--- config.mk ---
export PLATFORM = sky130hd
export DESIGN_NAME = pc_seq_unit
export DESIGN_NICKNAME = d
export VERILOG_FILES = /design/src/rtl/pc_seq_unit.sv
export SDC_FILE = /design/constraint.sdc
export NUM_CORES = 1
export LEC_CHECK = 0
export ABC_AREA = 1
export CAP_MARGIN = 20
export CORE_MARGIN = 2
export CORE_UTILIZATION = 50
export DETAILED_ROUTE_END_ITERATION = 8
export GPL_TIMING_DRIVEN = 0
export PLACE_DENSITY = 0.86
export SYNTH_ARGS = -nofsm -noshare
export SYNTH_HDL_FRONTEND = slang
export SYNTH_SLANG_ARGS = --single-unit
export TNS_END_PERCENT = 50
--- constraint.sdc ---
create_clock -name clk -period 6.1 [get_ports clk]
set_input_delay 1.83 -clock clk [delete_from_list [all_inputs] [get_ports clk]]
set_output_delay 1.83 -clock clk [all_outputs]
set_load 0.05 [all_outputs]
--- src/rtl/pc_seq_unit.sv ---
module pc_seq_unit #(
  parameter int          AW       = 32,
  parameter int          DW       = 16,
  parameter int          JW       = 26,
  parameter logic [31:0] RESET_PC = 32'h0
) (
  input  logic          clk,
  input  logic          rst,
  input  logic [DW-1:0] disp_i,
  input  logic [JW-1:0] jidx_i,
  input  logic          branch_en,
  input  logic          alu_zero,
  input  logic          jump_en,
  output logic [AW-1:0] pc_o,
  output logic [AW-1:0] pc_plus4_o
);
  localparam int RW = AW - JW - 2;

  logic [AW-1:0] pc_q, pc_d, br_off, br_tgt, j_tgt;
  logic          take_br;

  assign pc_plus4_o = pc_q + AW'(4);
  assign br_off     = {{(AW-DW-2){disp_i[DW-1]}}, disp_i, 2'b00};
  assign br_tgt     = pc_plus4_o + br_off;
  assign j_tgt      = {pc_plus4_o[AW-1 -: RW], jidx_i, 2'b00};
  assign take_br    = branch_en & alu_zero;

  always_comb begin
    if (jump_en)      pc_d = j_tgt;
    else if (take_br) pc_d = br_tgt;
    else              pc_d = pc_plus4_o;
  end

  always_ff @(posedge clk) begin
    if (rst) pc_q <= RESET_PC[AW-1:0];
    else     pc_q <= pc_d;
  end

  assign pc_o = pc_q;
endmodule

==> metrics.md, run 1 <==
| Metric | Value |
|---|---|
| Final Max Slew Viols | `0` |
| Global routing usage on met1 | `41.2%` |
| Root Driver | `clkbuf_8` |
| First-pass GRT wire length | `around 24,000 microns` |
| Mapped Area | `around 4600 sq um` |
| Sequential share of the synthesized area | `a little over an eighth` |
| Largest register FFs | `30` |
| Worst-path clk slew | `~0.060 ns` |
| Number of I/O port buffers | `about 110` |
| Vias in the first global route | `roughly 5,000` |
| HP Class | `flop to flop` |
| Worst EP arrival | `between 2 and 3 ns` |
| Slowest stage delay, CP | `0.82 ns` |
| Critical path capture point type | `primary output` |
| Yosys warns | `0` |
| Initial Util | `between 50% and 60%` |
| Share of cells above drive strength 1 | `between 4 and 5%` |
| CTS tree | `yes` |
| Fmax | `between 200 and 250 MHz` |
| DIE HEIGHT | `between 90 and 100 microns` |
| Grt total ovfl | `0` |
| Initial DRC count | `327` |
| Rows | `34` |
| Post-synth cell types | `between 40 and 50` |
| DRC Markers | `0` |
| Peak supply drop | `0.101 mV` |
| Via count | `approximately 5,400` |
| Skew final | `0.00452 ns` |
| Post_cts resized | `0` |
| Slowest cell on the critical path | `clkdlybuf4s50_1` |
| Antenna viol nets, final | `0` |
| Tcrit/Tclk final | `76.5%` |
| Final RePlAce weighted congestion | `a little under 1` |
| Die W | `99.5 microns` |
| WL/cell | `approximately 14 microns` |
| Static Leak | `about 3.2 nW` |
| Slew headroom | `between 40% and 50%` |
| Worst-margin pin slew | `between 0.8 and 0.9 ns` |
| Logic pwr share | `between 50% and 60%` |
| Final setup fails | `0` |
| Worst path most repeated cell | `inv_1` |
| Syn Area/Cell | `roughly 5.5 sq um` |
| TritonCTS Buffers | `5` |
| DR pass1 iterations | `7` |
| Synth Area in Simple Gates | `around 44%` |
| Core Box Area | `between 8000 and 9000 sq um` |
| WS Path Type | `flop to primary output` |
| GRT Total Usage | `30.3%` |
| Fraction of registers with async set/reset | `0%` |
| RSZ-0062 raised after global routing | `no` |
| Largest family of logic cells by synthesized area | `simple AND/OR/NAND/NOR gates` |
| Die area | `slightly below 10,000 sq um` |
| Vias per inst | `roughly 5.1` |
| CP required | `4.27 ns` |
| Met3 Usage GRT | `1.83%` |
| Ports | `approximately 110` |
| Cts hold-fix bufs | `0` |
| CP max FO | `4` |
| Final net count | `around 1,000` |
| Crit-path cells | `ha_1 > inv_1 > nor4_1 > a21o_1 > nand2_1 > inv_1 > clkdlybuf4s50_1` |
| Largest net degree at the start of global routing | `23` |
| Multiplexer share of the synthesized area | `0%` |
| Gr busiest metal | `met2` |
| Clock Power Share | `between 15 and 20%` |
| Synth-to-Final Area Change | `28.3%` |
| Commonest non-fill, non-tap cell in the layout | `nand2_1` |
| ANT cells | `0` |
| Most frequent cells in the layout | `nand2_1, inv_1, clkdlybuf4s50_1` |
| Antenna violations before repair | `0` |
| Sw Share | `48.4%` |
| Crit start category | `flop` |
| Max cap viols | `0` |
| P_sw | `approximately 0.46 mW` |
| Period minus WS final | `~4.7 ns` |
| Clock Path Buffers | `2` |
| Post-Synth XOR/XNOR Area | `5.49%` |
| Final Hold Violating Endpoints | `0` |
| Compound-Gate Fraction of Synth Area | `a little under an eighth` |
| Sequential power share | `about a quarter` |
| Routed WL | `approximately 15,000 microns` |
| Hpwl dp | `approximately 13,000 microns` |
| Final Total Pwr | `about 0.96 mW` |
| Setup_tns | `0 ns` |
| Clock sink total | `30` |
| Synthesized instance count | `833` |
| Power Density | `164 nW/um^2` |
| Fraction of the mapped netlist area in adder cells | `about a tenth` |
| Post-CTS setup buffer count | `0` |
| Primary FF master, synth | `dfxtp_1` |
| Global Route met2 Usage | `approximately 51%` |
| Synth Register Bits | `30` |
| H-tree levels | `2` |
| Worst skew pair latency | `about 0.28 ns` |
| Status | `completed` |
| Number of enable flip-flop cells after synthesis | `0` |
| Internal power | `0.495 mW` |
[critical path, delay by kind of cell (launching register included)]
kind	cells	cell delay [ns]
buf+inv	3	1.03
simple gates	2	0.66
flops	1	0.41
fa+ha+maj	1	0.24
compound gates	1	0.21
[per-layer routing]
metal  wire length (microns)  vias to the layer above
met3                     943                       32
met1                    6730                     2387
met4                     404                        0
li1                        -                     2795
met5                       0                        -
met2                    6800                      212
[cells by family after synthesis]
group / count (synthesis)
buffers and inverters: 185
xor gates and xnor gates: 26
adders and majority gates: 37
and+or+nand+nor: 463
DFF: 30
AOI/OAI and AO/OA: 91
other: 1
[final timing paths]
kind / startpoint / endpoint / cells after the start / slack, ns
max: pc_o[2] / pc_plus4_o[28] / 7 / 1.44
min: pc_o[30] / pc_o[30] / 6 / 0.71
max reg2reg: pc_o[2] / pc_o[26] / 18 / 2.82
min reg2reg: pc_o[30] / pc_o[30] / 6 / 0.71
[metrics by stage]
step | hold slack, ns | instances | setup slack (ns) | cell area [sq um] | util [%]
6_report | 0.707 | 1057 | 1.44 | 5850 | 66.4
3_3_place_gp | 0.683 | 1049 | 1.61 | 5760 | 65.4
3_5_place_dp | 0.696 | 1049 | 1.61 | 5760 | 65.4
2_1_floorplan | 0.854 | 836 | 1.99 | 4570 | -
4_1_cts | 0.706 | 1057 | 1.45 | 5850 | 66.4
5_1_grt | 0.767 | 1057 | 1.28 | 5850 | 66.4
[Yosys cell counts (2+ instances only)]
cell	count	area (sq um)
nand2_1	286	1070
o21ai_1	5	25.0
a21o_1	5	37.5
nand3b_1	3	22.5
a31oi_1	4	25.0
ha_1	36	450
a21oi_1	37	185
dfxtp_1	30	601
and2_1	2	12.5
o211ai_1	3	22.5
a21oi_2	2	17.5
nor2_1	78	293
o221ai_1	2	17.5
nor3_4	2	32.5
o21ai_0	26	130
xnor2_2	2	32.5
nand4_1	10	62.6
nor2_2	2	12.5
nand2_2	6	37.5
buf_4	4	30.0
nand3_1	53	265
xor2_1	16	140
nor3_1	6	30.0
o21bai_1	4	30.0
clkbuf_1	5	18.8
inv_1	170	638
clkinv_1	2	7.51
xnor2_1	7	61.3
nand2_4	2	22.5
nor2_4	6	67.6
buf_2	2	10.0
[layout make-up]
cell class              count  area (sq um)
multi-input cells         621          3260
fillers                   861          2960
repair buffers            105          1050
inverters                 173           649
flip-flops and latches     30           601
well taps                 108           135
clock buffers               7          86.3
plain buffers              12          66.3
clock inverters             1          5.00
[power groups by stage]
| stage | Sequential [mW] | Clock, mW | Combinational, mW |
|---|---|---|---|
| 2_1_floorplan | 0.291 | 0 | 0.323 |
| 3_3_place_gp | 0.238 | 0 | 0.548 |
| 3_5_place_dp | 0.239 | 0 | 0.553 |
| 4_1_cts | 0.234 | 0.161 | 0.555 |
| 5_1_grt | 0.238 | 0.172 | 0.610 |
| 6_report | 0.235 | 0.161 | 0.563 |
No activity file was read; power rests on OpenSTA's default activity.
==> run 2, diff against run 1 <==
--- a/config.mk
+++ b/config.mk
@@ -8,10 +8,10 @@
 export ABC_AREA = 1
 export CAP_MARGIN = 20
 export CORE_MARGIN = 2
-export CORE_UTILIZATION = 50
+export CORE_UTILIZATION = 47
 export DETAILED_ROUTE_END_ITERATION = 8
 export GPL_TIMING_DRIVEN = 0
-export PLACE_DENSITY = 0.86
+export PLACE_DENSITY = 0.85
 export SYNTH_ARGS = -nofsm -noshare
 export SYNTH_HDL_FRONTEND = slang
 export SYNTH_SLANG_ARGS = --single-unit
==> constraint.sdc (replaced) <==
create_clock -name clk -period 3.74 [get_ports clk]
set_input_delay 1.122 -clock clk [delete_from_list [all_inputs] [get_ports clk]]
set_output_delay 1.122 -clock clk [all_outputs]
set_load 0.05 [all_outputs]
==> run 2 against run 1 <==
Effect of this change: worst setup slack worse by 1.3 ns; via count grew 1.6%; sequential cell count unchanged; clock skew is 0.0060 ns higher; critical path type unchanged; utilization decreased by 3.4 points; largest cell class unchanged.
==> metrics.md, run 2 (same netlist as run 1, synthesis figures left out) <==
| Metric | Value |
|---|---|
| Number of I/O port buffers | `105 (unchanged)` |
| GRT Total Usage | `30.0% (was 30.3%)` |
| Fmax | `around 280 MHz` |
| Reg2Reg Launch Point | `pc_o[2] (unchanged)` |
| Final net count | `1,032 (unchanged)` |
| DRC Markers | `0 (unchanged)` |
| Global routing usage on met1 | `39.6% (was 41.2%)` |
| HP Class | `flop to flop (unchanged)` |
| Final Max Slew Viols | `0 (unchanged)` |
| Clock sink total | `30 (unchanged)` |
| R2r setup slk | `0.41 ns (was 2.82 ns)` |
| Slew headroom | `38.0% (was 41.6%)` |
| DR pass1 iterations | `5 (was 7)` |
| Worst-path clk slew | `0.06 ns (about the same)` |
| Met3 Usage GRT | `2.24% (was 1.83%)` |
| Grt total ovfl | `0 (unchanged)` |
| Final setup fails | `0 (unchanged)` |
| Tcrit/Tclk final | `around 97%` |
| Rows | `35 (was 34)` |
| H-tree levels | `2 (unchanged)` |
| WL/cell | `14.2 microns (was 14.1 microns)` |
| First-pass GRT wire length | `24,400 microns (was 23,900 microns)` |
| ANT cells | `0 (unchanged)` |
| Vias in the first global route | `5,063 (was 5,012)` |
| Clock Path Buffers | `2 (unchanged)` |
| Die W | `103 microns (was 99.5 microns)` |
| Initial DRC count | `432 (was 327)` |
| Largest net degree at the start of global routing | `23 (unchanged)` |
| WS Path Type | `flop to primary output (unchanged)` |
| Worst skew pair latency | `0.28 ns (about the same)` |
| CP required | `2.62 ns (was 4.27 ns)` |
| CTS tree | `yes (unchanged)` |
| DIE HEIGHT | `103 microns (was 99.5 microns)` |
| Slowest stage delay, CP | `0.83 ns (was 0.82 ns)` |
| Critical path's top delay family | `buffers and inverters (unchanged)` |
| TritonCTS Buffers | `5 (unchanged)` |
| Hold path start | `pc_o[30] (unchanged)` |
| Peak supply drop | `0.130 mV (was 0.101 mV)` |
| Worst Reg-to-Reg Cells | `16 (was 18)` |
| CP max FO | `5 (was 4)` |
| Die area | `10,500 sq um (was 9900 sq um)` |
| Root Driver | `clkbuf_8 (unchanged)` |
| Antenna violations before repair | `0 (unchanged)` |
| Antenna viol nets, final | `0 (unchanged)` |
| Max cap viols | `0 (unchanged)` |
| Ports | `111 (unchanged)` |
| Gr busiest metal | `met2 (unchanged)` |
| Initial Util | `48.9% (was 51.8%)` |
| Core Box Area | `9330 sq um (was 8810 sq um)` |
| Post-CTS setup buffer count | `0 (unchanged)` |
| Worst setup path startpoint | `pc_o[2] (unchanged)` |
| Worst path most repeated cell | `inv_1 (unchanged)` |
| Static Leak | `3.32 nW (was 3.18 nW)` |
| Worst hold slack | `0.728 ns (was 0.707 ns)` |
| Crit start category | `flop (unchanged)` |
| Critical path capture point type | `primary output (unchanged)` |
| Number of buffers and inverters on the critical path | `3 (unchanged)` |
| Hpwl dp | `13,000 microns (was 12,600 microns)` |
| Global Route met2 Usage | `51.2% (was 51.0%)` |
| Period minus WS final | `roughly 3.6 ns` |
| Final Total Pwr | `1.55 mW (was 0.959 mW)` |
| Crit-path cells | `inv_1 > nor2_1 > nand4_1 > o21ai_0 > nand2_1 > inv_1 > clkdlybuf4s50_1 (was ha_1 > inv_1 > nor4_1 > a21o_1 > nand2_1 > inv_1 > clkdlybuf4s50_1)` |
| Worst EP arrival | `2.51 ns (was 2.83 ns)` |
| Worst-margin pin slew | `0.928 ns (was 0.873 ns)` |
| Commonest non-fill, non-tap cell in the layout | `nand2_1 (unchanged)` |
| Fillcell total | `925 (was 861)` |
| Share of cells above drive strength 1 | `4.95% (was 4.53%)` |
| WP depth | `7 (unchanged)` |
| Hold path depth | `6 (unchanged)` |
| Cts hold-fix bufs | `0 (unchanged)` |
| Skew final | `0.0105 ns (was 0.00452 ns)` |
| Status | `completed (unchanged)` |
| Final RePlAce weighted congestion | `1.00 (was 0.974)` |
| Via count | `5,515 (was 5,426)` |
| RSZ-0062 raised after global routing | `no (unchanged)` |
| Reg area | `601 sq um (unchanged)` |
| Power Density | `264 nW/um^2 (was 164 nW/um^2)` |
| Largest register FFs | `30 (unchanged)` |
| Synth-to-Final Area Change | `28.9% (was 28.3%)` |
| Multi-input gate area | `3260 sq um (about the same)` |
| Vias per inst | `5.12 (was 5.13)` |
| Final Hold Violating Endpoints | `0 (unchanged)` |
| Slowest cell on the critical path | `clkdlybuf4s50_1 (unchanged)` |
| Routed WL | `15,300 microns (was 14,900 microns)` |
| Most frequent cells in the layout | `nand2_1, inv_1, clkdlybuf4s50_1 (unchanged)` |
-- run 2: changes by cell type in the layout (fill, tap and decap cells not counted), sizes merged --
cell / change
clkdlybuf4s15: +2
clkbuf: +3
clkdlybuf4s50: -21
dlygate4sd2: +8
dlymetal6s2s: +8
-- run 2: worst paths after layout --
check | to
min reg2reg | pc_o[30]
max reg2reg | pc_o[20]
max | pc_plus4_o[13]
min | pc_o[30]
-- run 2: routing by layer --
| metal | vias to the layer above | wire [microns] | part of all wire [%] |
|---|---|---|---|
| met5 | - | 0 | 0 |
| met1 | 2411 | 6420 | 42 |
| met3 | 35 | 1260 | 8.3 |
| met4 | 0 | 457 | 3.0 |
| met2 | 270 | 7130 | 47 |
| li1 | 2799 | - | - |
-- run 2: power by group --
part	switching (mW)	internal (mW)	leakage, nW	total (mW)
clock network	0.113	0.148	0.0482	0.261
logic	0.606	0.303	3.03	0.909
registers	0.0367	0.347	0.249	0.384
-- run 2: final cells by class --
| cell class | count | share of cell area, % |
|---|---|---|
| multi-input cells | 621 | 55.5 |
| repair buffers | 105 | 17.8 |
| inverters | 173 | 11.0 |
| flip-flops and latches | 30 | 10.2 |
| well taps | 129 | 2.75 |
| clock buffers | 7 | 1.47 |
| plain buffers | 12 | 1.13 |
| clock inverters | 1 | 0.0851 |
-- run 2: timing repair --
action                                  CTS  global route
endpoints found under the hold margin     0             0
resized for setup                        13            17
pin swaps                                 0             0
endpoints found under the setup margin   13            16
-- run 2: stage by stage --
stage	setup slack, ns	TNS (ns)	area (sq um)	instances	utilization (%)
3_3_place_gp	-0.0388	-0.0830	5790	1070	62.0
6_report	0.111	0	5880	1078	63.0
5_1_grt	0.00765	0	5880	1078	63.0
2_1_floorplan	0.0971	0	4570	836	-
4_1_cts	0.0704	0	5860	1078	62.8
3_5_place_dp	-0.0877	-0.217	5790	1070	62.0
-- run 2: worst register-to-register path: cells and delay by family (launching register included) --
kind	cells	cell delay [ns]
flops	1	0.42
xor+xnor	2	0.74
simple gates	11	1.49
fa+ha+maj	2	0.54
buf+inv	1	0.03
==> run 3, diff against run 2 <==
--- a/config.mk
+++ b/config.mk
@@ -9,6 +9,7 @@
 export CAP_MARGIN = 20
 export CORE_MARGIN = 2
 export CORE_UTILIZATION = 47
+export CTS_BUF_LIST = sky130_fd_sc_hd__clkbuf_8
 export DETAILED_ROUTE_END_ITERATION = 8
 export GPL_TIMING_DRIVEN = 0
 export PLACE_DENSITY = 0.85
==> run 3 against run 2 <==
Effect of this change: fmax hardly changed; sequential power hardly changed; final area unchanged; cell count did not move; sequential cell count is the same; global-route usage unchanged; utilization unchanged; first-iteration DRC count increased by 0.69%; worst setup slack about the same; power down 0.16%; non-clock buffer count did not move; die area did not move; largest power group unchanged.
==> metrics.md, run 3 (same netlist as run 1, synthesis figures left out) <==
| Metric | Value |
|---|---|
| Period minus WS final | `3.63 ns (about the same)` |
| ANT cells | `0 (unchanged)` |
| First-pass GRT wire length | `24,400 microns (unchanged)` |
| Die area | `10,500 sq um (unchanged)` |
| Commonest non-fill, non-tap cell in the layout | `nand2_1 (unchanged)` |
| Core Box Area | `9330 sq um (unchanged)` |
| WL/cell | `14.2 microns (about the same)` |
| Critical path's top delay family | `buffers and inverters (unchanged)` |
| Hpwl dp | `13,000 microns (unchanged)` |
| Worst-path clk slew | `0.06 ns (about the same)` |
| Final Non-Filler Cells | `1,078 (unchanged)` |
| Fmax | `276 MHz (about the same)` |
| Ports | `111 (unchanged)` |
| Peak supply drop | `0.130 mV (about the same)` |
| Synth-to-Final Area Change | `28.9% (unchanged)` |
| Clock Path Buffers | `2 (unchanged)` |
| Rows | `35 (unchanged)` |
| Via count | `5,513 (was 5,515)` |
| Number of buffers and inverters on the critical path | `3 (unchanged)` |
| Worst-margin pin slew | `0.928 ns (about the same)` |
| Initial DRC count | `435 (was 432)` |
| Post-placement cell count | `1,070 (unchanged)` |
| CP required | `2.62 ns (about the same)` |
| PnR worst setup slack | `0.111 ns (about the same)` |
| Final setup fails | `0 (unchanged)` |
| Gr busiest metal | `met2 (unchanged)` |
| Die W | `103 microns (unchanged)` |
| Final Max Slew Viols | `0 (unchanged)` |
| Routed WL | `15,300 microns (about the same)` |
| Antenna viol nets, final | `0 (unchanged)` |
| Worst path most repeated cell | `inv_1 (unchanged)` |
| Worst EP arrival | `2.51 ns (about the same)` |
| Most frequent cells in the layout | `nand2_1, inv_1, clkdlybuf4s50_1 (unchanged)` |
| Vias per inst | `5.11 (was 5.12)` |
| Largest register FFs | `30 (unchanged)` |
| Final net count | `1,032 (unchanged)` |
| Cell area after layout | `5880 sq um (unchanged)` |
| HP Class | `flop to flop (unchanged)` |
| Final Hold Violating Endpoints | `0 (unchanged)` |
| DRC Markers | `0 (unchanged)` |
| Tcrit/Tclk final | `97.0% (about the same)` |
| Antenna violations before repair | `0 (unchanged)` |
| Slowest stage delay, CP | `0.83 ns (about the same)` |
| RSZ-0062 raised after global routing | `no (unchanged)` |
| DR pass1 iterations | `5 (unchanged)` |
| Power Density | `264 nW/um^2 (about the same)` |
| Util after Layout | `63.0% (unchanged)` |
| Slowest cell on the critical path | `clkdlybuf4s50_1 (unchanged)` |
| Largest net degree at the start of global routing | `23 (unchanged)` |
| Crit start category | `flop (unchanged)` |
| Initial Util | `48.9% (unchanged)` |
| TritonCTS Buffers | `5 (unchanged)` |
| Share of cells above drive strength 1 | `4.95% (unchanged)` |
| Grt total ovfl | `0 (unchanged)` |
| Post-CTS setup buffer count | `0 (unchanged)` |
| Number of I/O port buffers | `105 (unchanged)` |
| R2r setup slk | `0.39 ns (was 0.41 ns)` |
| GRT Total Usage | `30.0% (unchanged)` |
| Max cap viols | `0 (unchanged)` |
| Crit-path cells | `inv_1 > nor2_1 > nand4_1 > o21ai_0 > nand2_1 > inv_1 > clkdlybuf4s50_1 (unchanged)` |
| CTS tree | `yes (unchanged)` |
| Worst skew pair latency | `0.28 ns (about the same)` |
| Status | `completed (unchanged)` |
| Met3 Usage GRT | `2.24% (unchanged)` |
| Slew headroom | `38.0% (about the same)` |
| Skew final | `0.00941 ns (was 0.0105 ns)` |
| Clock sink total | `30 (unchanged)` |
| Static Leak | `3.33 nW (was 3.32 nW)` |
| Root Driver | `clkbuf_8 (unchanged)` |
| Global routing usage on met1 | `39.6% (unchanged)` |
| Vias in the first global route | `5,063 (unchanged)` |
| Placed instance area | `5790 sq um (unchanged)` |
| DIE HEIGHT | `103 microns (unchanged)` |
| WS Path Type | `flop to primary output (unchanged)` |
| H-tree levels | `2 (unchanged)` |
| Dpl ws | `-0.0877 ns (unchanged)` |
| Cts hold-fix bufs | `0 (unchanged)` |
| Final RePlAce weighted congestion | `1.00 (unchanged)` |
| Critical path capture point type | `primary output (unchanged)` |
| CP max FO | `5 (unchanged)` |
| Global Route met2 Usage | `51.2% (unchanged)` |
run 3: cell types whose count changed in the layout (fill, tap and decap cells not counted), sizes merged:
cell    change
inv         +1
clkbuf      -1
run 3: metrics by stage:
| step | hold WS [ns] | power, mW | TNS, ns |
|---|---|---|---|
| after global placement | 0.699 | 1.28 | -0.0830 |
| after global routing | 0.781 | 1.65 | 0 |
| after CTS | 0.724 | 1.54 | 0 |
| after floorplan | 0.854 | 1.00 | 0 |
| after detailed placement | 0.715 | 1.29 | -0.217 |
| final | 0.729 | 1.55 | 0 |
run 3: path summary, 6_finish.rpt:
check | start | endpoint | depth (start not counted)
hold / removal | pc_o[30] | pc_o[30] | 6
hold reg to reg | pc_o[30] | pc_o[30] | 6
setup / recovery | pc_o[2] | pc_plus4_o[13] | 7
setup reg to reg | pc_o[2] | pc_o[20] | 16
run 3: worst min-delay path: stages (launching register included):
cell and delay [ns]:
dfxtp_1 0.34, inv_1 0.06, nand2_1 0.06, nand3_1 0.07
nand2_1 0.05, inv_1 0.04, a21oi_1 0.06
run 3: cell type report:
type                       count  area [sq um]
clock buffer                   6          82.6
tap                          129           161
multi-input combinational    621          3260
timing repair buffer         105          1050
fill                         925          3450
sequential                    30           601
clock inverter                 2          8.76
buffer                        12          66.3
inverter                     173           649
run 3: per-layer routing:
layer	share of wire (%)	wire [microns]
met3	8.0	1220
met4	2.9	449
met2	47	7160
met1	42	6460
met5	0	0
run 3: report_power, final:
part,leakage [nW],internal [mW],switching (mW)
Clock,0.0524,0.145,0.114
Sequential,0.249,0.347,0.0368
Combinational,3.03,0.303,0.605
run 3: repair_timing:
action,in CTS,in global routing
resized for setup,13,17
pin swaps,0,0
endpoints found under the setup margin,13,16
cloned,0,0
